<file path="config.mk">
export PLATFORM = sky130hd
export DESIGN_NAME = sdram_selfrefresh_seq
export DESIGN_NICKNAME = d
export VERILOG_FILES = /design/src/rtl/sdram_selfrefresh_seq_pkg.sv /design/src/rtl/sdram_selfrefresh_seq_dp.sv /design/src/rtl/sdram_selfrefresh_seq_ctrl.sv /design/src/rtl/sdram_selfrefresh_seq.sv
export SDC_FILE = /design/constraint.sdc
export NUM_CORES = 1
export LEC_CHECK = 0
export ABC_CLOCK_PERIOD_IN_PS = 3800
export BUFFER_PORTS_ARGS = -buffer_cell sky130_fd_sc_hd__buf_4
export CAP_MARGIN = 25
export CORE_MARGIN = 4
export CORE_UTILIZATION = 51
export DETAILED_ROUTE_END_ITERATION = 6
export PLACE_DENSITY = 0.83
export SLEW_MARGIN = 20
export SYNTH_ARGS = -nofsm -noshare
export SYNTH_HDL_FRONTEND = slang
export SYNTH_HIERARCHICAL = 1
export SYNTH_SLANG_ARGS = --single-unit
</file>
<file path="constraint.sdc">
create_clock -name clk -period 3.8 [get_ports clk]
set_input_delay 0.76 -clock clk [delete_from_list [all_inputs] [get_ports clk]]
set_output_delay 0.76 -clock clk [all_outputs]
set_load 0.02 [all_outputs]
</file>
<file path="src/rtl/sdram_selfrefresh_seq_pkg.sv">
package sdram_selfrefresh_seq_pkg;

  typedef enum logic [2:0] {
    ST_NORMAL,
    ST_ENTER,
    ST_HOLD,
    ST_XSR,
    ST_AREF,
    ST_RFC,
    ST_ACT
  } seqState_t;

  localparam logic [1:0] CMD_NOP  = 2'd0;
  localparam logic [1:0] CMD_SREF = 2'd1;
  localparam logic [1:0] CMD_AREF = 2'd2;
  localparam logic [1:0] CMD_ACT  = 2'd3;

  typedef struct packed {
    logic loadRas;   // reload counter with tRAS-1
    logic loadWin;   // reload counter with tRAS+tRP-1
    logic countDn;   // decrement toward zero
    logic srWindow;  // device currently in self-refresh
    logic exitGo;    // exit accepted this cycle
    logic actDone;   // activate issued this cycle
  } seqStrobe_t;

endpackage

</file>
<file path="src/rtl/sdram_selfrefresh_seq_dp.sv">
module sdram_selfrefresh_seq_dp
  import sdram_selfrefresh_seq_pkg::*;
#(
  parameter int CNT_W = 8
) (
  input  logic             clk,
  input  logic             rstN,
  input  seqStrobe_t       strobe,
  input  logic             srReqSet,
  input  logic             clkEnBit,
  input  logic             accReq,
  input  logic [CNT_W-1:0] tRasCfg,
  input  logic [CNT_W-1:0] tRpCfg,
  output logic             cntZero,
  output logic             pending,
  output logic             reqBit,
  output logic             busErr
);

  localparam int WIN_W = CNT_W + 1;

  logic [CNT_W-1:0] rasEff;
  logic [CNT_W-1:0] rpEff;
  logic [WIN_W-1:0] winLen;
  logic [WIN_W-1:0] cnt;

  // zero-valued timing fields behave as one cycle
  always_comb begin
    rasEff = (tRasCfg == '0) ? CNT_W'(1) : tRasCfg;
    rpEff  = (tRpCfg  == '0) ? CNT_W'(1) : tRpCfg;
    winLen = {1'b0, rasEff} + {1'b0, rpEff};
  end

  assign cntZero = (cnt == '0);

  always_ff @(posedge clk) begin
    if (!rstN) begin
      cnt <= '0;
    end else if (strobe.loadRas) begin
      cnt <= {1'b0, rasEff} - WIN_W'(1);
    end else if (strobe.loadWin) begin
      cnt <= winLen - WIN_W'(1);
    end else if (strobe.countDn && !cntZero) begin
      cnt <= cnt - WIN_W'(1);
    end
  end

  // wake-up capture: only a legal access inside self-refresh counts
  always_ff @(posedge clk) begin
    if (!rstN) begin
      pending <= 1'b0;
    end else if (strobe.actDone) begin
      pending <= 1'b0;
    end else if (accReq && strobe.srWindow && clkEnBit) begin
      pending <= 1'b1;
    end
  end

  always_ff @(posedge clk) begin
    if (!rstN) begin
      reqBit <= 1'b0;
    end else if (strobe.exitGo) begin
      reqBit <= 1'b0;
    end else if (srReqSet) begin
      reqBit <= 1'b1;
    end
  end

  always_ff @(posedge clk) begin
    if (!rstN) begin
      busErr <= 1'b0;
    end else begin
      busErr <= accReq && strobe.srWindow && !clkEnBit;
    end
  end

endmodule

</file>
<file path="src/rtl/sdram_selfrefresh_seq_ctrl.sv">
module sdram_selfrefresh_seq_ctrl
  import sdram_selfrefresh_seq_pkg::*;
(
  input  logic       clk,
  input  logic       rstN,
  input  logic       reqBit,
  input  logic       accBusy,
  input  logic       cntZero,
  input  logic       pending,
  output seqStrobe_t strobe,
  output logic       cke,
  output logic [1:0] cmdOut,
  output logic       refreshHold,
  output logic       actGo
);

  seqState_t state, stateNxt;

  always_ff @(posedge clk) begin
    if (!rstN) state <= ST_NORMAL;
    else       state <= stateNxt;
  end

  always_comb begin
    stateNxt = state;
    strobe   = '0;
    unique case (state)
      ST_NORMAL: begin
        if (reqBit && !accBusy) begin
          stateNxt       = ST_ENTER;
          strobe.loadRas = 1'b1;
        end
      end
      ST_ENTER, ST_HOLD: begin
        strobe.srWindow = 1'b1;
        strobe.countDn  = 1'b1;
        if (cntZero && pending) begin
          stateNxt       = ST_XSR;
          strobe.loadWin = 1'b1;
          strobe.exitGo  = 1'b1;
        end else begin
          stateNxt = ST_HOLD;
        end
      end
      ST_XSR: begin
        strobe.countDn = 1'b1;
        if (cntZero) stateNxt = ST_AREF;
      end
      ST_AREF: begin
        strobe.loadWin = 1'b1;
        stateNxt       = ST_RFC;
      end
      ST_RFC: begin
        strobe.countDn = 1'b1;
        if (cntZero) stateNxt = ST_ACT;
      end
      ST_ACT: begin
        strobe.actDone = 1'b1;
        stateNxt       = ST_NORMAL;
      end
      default: stateNxt = ST_NORMAL;
    endcase
  end

  always_comb begin
    cke         = !(state == ST_ENTER || state == ST_HOLD);
    refreshHold = (state != ST_NORMAL);
    actGo       = (state == ST_ACT);
    unique case (state)
      ST_ENTER: cmdOut = CMD_SREF;
      ST_AREF:  cmdOut = CMD_AREF;
      ST_ACT:   cmdOut = CMD_ACT;
      default:  cmdOut = CMD_NOP;
    endcase
  end

endmodule

</file>
<file path="src/rtl/sdram_selfrefresh_seq.sv">
module sdram_selfrefresh_seq
  import sdram_selfrefresh_seq_pkg::*;
#(
  parameter int CNT_W = 8
) (
  input  logic             clk,
  input  logic             rstN,
  input  logic             srReqSet,
  input  logic             clkEnBit,
  input  logic             accReq,
  input  logic             accBusy,
  input  logic [CNT_W-1:0] tRasCfg,
  input  logic [CNT_W-1:0] tRpCfg,
  output logic             cke,
  output logic [1:0]       cmdOut,
  output logic             refreshHold,
  output logic             busErr,
  output logic             actGo,
  output logic             srReqBit,
  output logic             sdClkEn
);

  seqStrobe_t strobe;
  logic       cntZero;
  logic       pending;

  sdram_selfrefresh_seq_ctrl ctrl_i (
    .clk         (clk),
    .rstN        (rstN),
    .reqBit      (srReqBit),
    .accBusy     (accBusy),
    .cntZero     (cntZero),
    .pending     (pending),
    .strobe      (strobe),
    .cke         (cke),
    .cmdOut      (cmdOut),
    .refreshHold (refreshHold),
    .actGo       (actGo)
  );

  sdram_selfrefresh_seq_dp #(.CNT_W(CNT_W)) dp_i (
    .clk      (clk),
    .rstN     (rstN),
    .strobe   (strobe),
    .srReqSet (srReqSet),
    .clkEnBit (clkEnBit),
    .accReq   (accReq),
    .tRasCfg  (tRasCfg),
    .tRpCfg   (tRpCfg),
    .cntZero  (cntZero),
    .pending  (pending),
    .reqBit   (srReqBit),
    .busErr   (busErr)
  );

  // the clock is never stopped by the sequencer itself
  assign sdClkEn = clkEnBit;

endmodule

</file>
# [Yosys cells after proc, flatten, opt, wreduce, memory -nomap -nowiden]
# Cells that the tools add are included.
[op_classes] add_sub_neg=4 eq_ne=9 muxes=18 bitwise=1 n_reduce_logical=22
[ops] operator="$mux 9" n=3
[ops] operator="$sub 9x1->9 const B" n=2
[ops] operator="$logic_not 8->1" n=2
[ops] operator="$mux 8" n=2
[ops] operator="$pmux 3 s5" n=1
[ops] operator="$add 8x8->9" n=1
[ops] operator="$eq 3x3->1 const B" n=3
[ops] operator="$logic_not 9->1" n=1
[ops] operator="$mux 3" n=3
[ops] operator="$sub 8x1->9 const B" n=1
[ops] operator="$eq 3x2->1 const B" n=2
[ops] operator="$logic_and 1x1->1" n=6
[ops] operator="$mux 1" n=6
[ops] operator="$ne 2x1->1 const B" n=3
[ops] operator="$pmux 2 s3" n=1
[ops] operator="$reduce_bool 3->1" n=2
[ops] operator="$reduce_or 2->1" n=3
[ops] operator="$logic_not 1->1" n=4
[ops] operator="$reduce_or 4->1" n=1
[ops] operator="$eq 3x1->1 const B" n=1
[ops] operator="$logic_not 3->1" n=1
[ops] operator="$reduce_and 3->1" n=1
[ops] operator="$mux 2" n=1
[ops] operator="$pmux 1 s2" n=1
[ops] operator="2 further kinds" n=2
[totals] regBits=15 elab_cells=59

# [Depth between registers and ports, before layout]
[depth] ltp_word=7 mapped_depth=13 depth_no_buf=13

# [Hierarchy]
# Netlist, hierarchy kept.
[by_module_without_submodules] mod="sdram_selfrefresh_seq_dp" n_inst=1 cells_each=176 area_each_um2=1322.5 seq_area_each_um2=240.2
[by_module_without_submodules] mod="sdram_selfrefresh_seq_ctrl" n_inst=1 cells_each=37 area_each_um2=307.8 seq_area_each_um2=60.1
[by_module_without_submodules] mod="sdram_selfrefresh_seq" n_inst=1 cells_each=1 area_each_um2=7.5 seq_area_each_um2=0.0

# [Worst setup path after synthesis]
# Ideal clock, no wire load.
[synth_path] path_type="in2reg" start="input tRasCfg[0]" end="register dp_i.cnt[7]" setup_ps=70 arrival_time_ps=3528 required_ps=3730 setup_slack_ps=202 cell_stages=13 cell_sequence="or4_1 > inv_1 > a21oi_1 > ha_1 > inv_1 > ha_1 > inv_1 > fa_1 > nand2b_1 > a21oi_1 > mux2_2 > or4_1 > a21boi_1"
[synth_via] elab_chain_cells=6
[synth_rtl] element="start: declaration" line="sdram_selfrefresh_seq.sv:12" source="input logic [CNT_W-1:0] tRasCfg,"
[synth_rtl] element="$logic_not 8->1" line="sdram_selfrefresh_seq_dp.sv:29" source="rasEff = (tRasCfg == '0) ? CNT_W'(1) : tRasCfg;"
[synth_rtl] element="$mux 8 *" line="sdram_selfrefresh_seq_dp.sv:29"
[synth_rtl] element="$add 8x8->9" line="sdram_selfrefresh_seq_dp.sv:31" source="winLen = {1'b0, rasEff} + {1'b0, rpEff};"
[synth_rtl] element="$sub 9x1->9" line="sdram_selfrefresh_seq_dp.sv:42" source="cnt <= winLen - WIN_W'(1);"
[synth_rtl] element="$mux 9" line="sdram_selfrefresh_seq_dp.sv:41" source="end else if (strobe.loadWin) begin"
[synth_rtl] element="$mux 9 *" line="sdram_selfrefresh_seq_dp.sv:39" source="end else if (strobe.loadRas) begin"
[synth_rtl] element="end signal: assignment" line="sdram_selfrefresh_seq_dp.sv:40" source="cnt <= {1'b0, rasEff} - WIN_W'(1);"
[synth_rtl] element="end signal: assignment" line="sdram_selfrefresh_seq_dp.sv:42"
[synth_rtl] element="end signal: assignment" line="sdram_selfrefresh_seq_dp.sv:44" source="cnt <= cnt - WIN_W'(1);"
[synth_rtl] element="end: declaration" line="sdram_selfrefresh_seq_dp.sv:25" source="logic [WIN_W-1:0] cnt;"
# Mark *: on every way between the ends. The rest lies on a longest branch, timed or not.
# A chain may end at the register's enable or synchronous reset.

# [Worst setup path in the final report]
# Same ends and word-level chain as after synthesis.

==> impl_metrics.env <==
export IMPL_drt_first_iter_violations=84
export IMPL_die_area_sq_mm=0.00418
export IMPL_power_per_cell_area_mw_per_mm2=556
export IMPL_routed_wl_mm=3.70
export IMPL_rows=20
export IMPL_ff2ff_setup_slack_ps=710
export IMPL_synth_compound_area_share_pct=22.8
export IMPL_muxShareOfSynthArea_pct=1.30
export IMPL_synthSimpleGateAreaFrac_pct=27.1
export IMPL_yosysUniqueCellTypes=57
export IMPL_vias=1615
export IMPL_max_stage_delay_ps=530
export IMPL_syn_area_per_cell_sq_um=7.65
export IMPL_final_area_sq_mm=0.00192
export IMPL_dr_pass1_iters=4
export IMPL_placed_cell_area_sq_mm=0.00189
export IMPL_setup_slack_ps=282
export IMPL_end_kind="flip-flop"
export IMPL_area_growth_synth_to_final_pct=17.3
export IMPL_cpMostUsedCell="inv_1"
export IMPL_synth_edf_count=0
export IMPL_p_leak_nw=0.890
export IMPL_async_reset_ff_share_pct=0
export IMPL_startpoint="tRasCfg[0]"
export IMPL_slowest_stage="or4_1"
export IMPL_r2r_end="dp_i/cnt[7]$_SDFFE_PN0P_"
export IMPL_path_depth=14
export IMPL_worst_ep_arrival_time_ps=3750
export IMPL_syn_area_sq_mm=0.00164
export IMPL_ys_dominant_reg_cell="dfxtp_1"
export IMPL_crit_buf_inv=4
export IMPL_diodes=0
export IMPL_hold_buffers=0
export IMPL_antenna_found_initial=0
export IMPL_numCtsBuffers=3
export IMPL_total_power_w=0.00107
export IMPL_use_met3_pct=3.99
export IMPL_met2_usage_pct=34.8
export IMPL_grt_usage_pct=19.7
export IMPL_synth_cells=214
export IMPL_crit_chain="buf_4 -> or4_1 -> inv_1 -> a21oi_1 -> ha_1 -> inv_1 -> ha_1 -> inv_1 -> fa_1 -> nand2b_1 -> a21oi_1 -> mux2_2 -> or4_1 -> a21boi_1"
export IMPL_drv_cap=0
export IMPL_cts_tree="yes"
export IMPL_setup_viol=0
export IMPL_fmax_ghz=0.284
export IMPL_coreArea_sq_mm=0.00305
export IMPL_skew_ps=11.7
export IMPL_gp_congestion=0.878
export IMPL_hpwlAfterDp_mm=3.09
export IMPL_grt_pass1_vias=1561
export IMPL_fin_util_pct=63.0
export IMPL_yosys_area_share_adder_pct=13.4
export IMPL_drv_slew=0
export IMPL_cts_setup_buffers=0
export IMPL_max_slew_margin_pct=69.3
export IMPL_cts_num_sinks=15
export IMPL_insertion_delay_ps=290
export IMPL_clockBufferDepth=2
export IMPL_startpoint_type="primary input"
export IMPL_final_layout_size_suffix_gt1_share_pct=20.5
export IMPL_nFillCells=302
export IMPL_start_util_pct=53.6
export IMPL_critPathKind="primary input to flip-flop"
export IMPL_cp_top_family="simple AND/OR/NAND/NOR gates"
export IMPL_worstPathRequired_ps=4030
export IMPL_ys_seq_area_share_pct=18.3
export IMPL_final_common_cell="buf_4"
export IMPL_dpl_worst_slack_ps=-14.8
export IMPL_synth_top_family_by_area="simple AND/OR/NAND/NOR gates"
export IMPL_grt_max_degree=17
export IMPL_synth_warnings=6
export IMPL_ctsResizeCount=0
export IMPL_busiest_layer="met2"
export IMPL_globalRoute_totalOverflow=0
export IMPL_tightest_slew_ps=460
export IMPL_ir_worst_vdd_mv=0.470
export IMPL_die_w_microns=64.7
export IMPL_wire_per_inst_microns=12.9
export IMPL_grt_pass1_wl_mm=6.63
export IMPL_ant_nets=0
export IMPL_rr_worst_depth=11
export IMPL_num_nets_final=284
export IMPL_finalWorstPathRequiredPeriod_ps=3520
export IMPL_port_buffers=29
export IMPL_critPathMaxFanout=3
export IMPL_cts_htree_levels=1
export IMPL_outcome="completed"
export IMPL_ios=30
export IMPL_mostFrequentLayoutCells="buf_4, inv_1, ha_1, dfxtp_1, a21oi_1"
export IMPL_finalHoldViolations=0
export IMPL_synth_xor_area_share_pct=5.88
export IMPL_fin_crit_sh_pct=92.6
export IMPL_root_buffer="clkbuf_4"
export IMPL_fp_dieH_microns=64.7
export IMPL_timing_rr_start="dp_i/cnt[3]$_SDFFE_PN0P_"
export IMPL_rsz0062_at_grt="no"
export IMPL_crit_end="dp_i/cnt[7]$_SDFFE_PN0P_"
export IMPL_min_path_type="flip-flop to flip-flop"
export IMPL_viasPerCell=5.61
export IMPL_path_clk_slew_ps=100
export IMPL_grtUsageMet1_pct=23.3
export IMPL_ys_ff_latch=15
export IMPL_syn_nets=253
export IMPL_drc=0
## cells by family (layout without fill, tap and decap cells)
| kind of cell | count (synthesis) | after routing |
|---|---|---|
| AND/OR/NAND/NOR | 74 | 74 |
| buffers and inverters | 41 | 71 |
| AO/OA/AOI/OAI | 54 | 54 |
| flip-flops | 15 | 15 |
| adder cells (fa/ha/maj) | 17 | 17 |
| multiplexers | 2 | 2 |
| XOR/XNOR | 11 | 11 |
## worst min-delay path by stage
stage / slack, ps / start / to / cells after the start
floorplan: 440 / dp_i/cnt[1]$_SDFFE_PN0P_ / dp_i/cnt[1]$_SDFFE_PN0P_ / 2
finish: 470 / dp_i/cnt[1]$_SDFFE_PN0P_ / dp_i/cnt[1]$_SDFFE_PN0P_ / 2
CTS: 470 / dp_i/cnt[1]$_SDFFE_PN0P_ / dp_i/cnt[1]$_SDFFE_PN0P_ / 2
detailed placement: 460 / dp_i/cnt[1]$_SDFFE_PN0P_ / dp_i/cnt[1]$_SDFFE_PN0P_ / 2
global placement: 450 / dp_i/cnt[1]$_SDFFE_PN0P_ / dp_i/cnt[1]$_SDFFE_PN0P_ / 2
global route: 520 / dp_i/cnt[1]$_SDFFE_PN0P_ / dp_i/cnt[1]$_SDFFE_PN0P_ / 2
## sequential cells by signal (all words and copies together) (netlist names)
register	cells
dp_i/cnt	9
ctrl_i/state	3
dp_i/busErr	1
dp_i/pending	1
dp_i/reqBit	1
## where the power goes
group / total (W) / internal (W) / switching, W
registers: 0.000274 / 0.000208 / 0.0000652
logic: 0.000703 / 0.000341 / 0.000361
clock network: 0.0000926 / 0.0000392 / 0.0000534
total: 0.00107 / 0.000589 / 0.000480
## cell usage after synthesis (2+ instances only)
cell type,count,area (sq um)
buf_6,2,22.5
o31ai_1,4,30.0
a21boi_1,2,15.0
nand3b_1,2,15.0
nand2_1,10,37.5
inv_1,32,120
a21o_1,3,22.5
clkbuf_1,3,11.3
or3_1,2,12.5
and2_1,3,18.8
ha_1,16,200
nor2b_1,4,25.0
a211oi_1,4,30.0
xor2_1,4,35.0
xnor2_1,7,61.3
nor3b_1,3,22.5
dfxtp_1,15,300
nor4_1,6,37.5
nor2_1,10,37.5
or4_1,2,15.0
buf_4,3,22.5
and3_1,3,18.8
nand3_1,7,35.0
a31oi_1,2,12.5
nor3_1,6,30.0
a222oi_1,3,30.0
o21ai_0,9,45.0
nand2b_1,5,31.3
a21oi_1,14,70.1
## through the flow
stage	std cells	setup TNS (ps)	hold WS, ps
3_3_place_gp	284	0	453
5_1_grt	288	0	517
6_report	288	0	469
4_1_cts	288	0	471
3_5_place_dp	284	-14.8	459
2_1_floorplan	214	0	440
## layer usage
metal  share of wire [%]  up-vias
met5                   0        -
met4                 1.8        0
met3                 5.4        9
met2                  48       45
met1                  44      737
li1                    -      824
## area by class of cell
class / instances / area, sq um / area share, %
clock buffers: 3 / 22.5 / 1.17
inverters: 32 / 120 / 6.25
flip-flops and latches: 15 / 300 / 15.6
well taps: 44 / 55.1 / 2.86
multi-input cells: 158 / 1160 / 60.2
repair buffers: 35 / 263 / 13.7
clock inverters: 1 / 5.00 / 0.260
## tightest hold or removal path, stage by stage, from the launching register on
cell and delay, ps:
dfxtp_1 330, nand2_1 60, a21boi_1 50
Note: power is estimated with default switching activity, not from simulation.
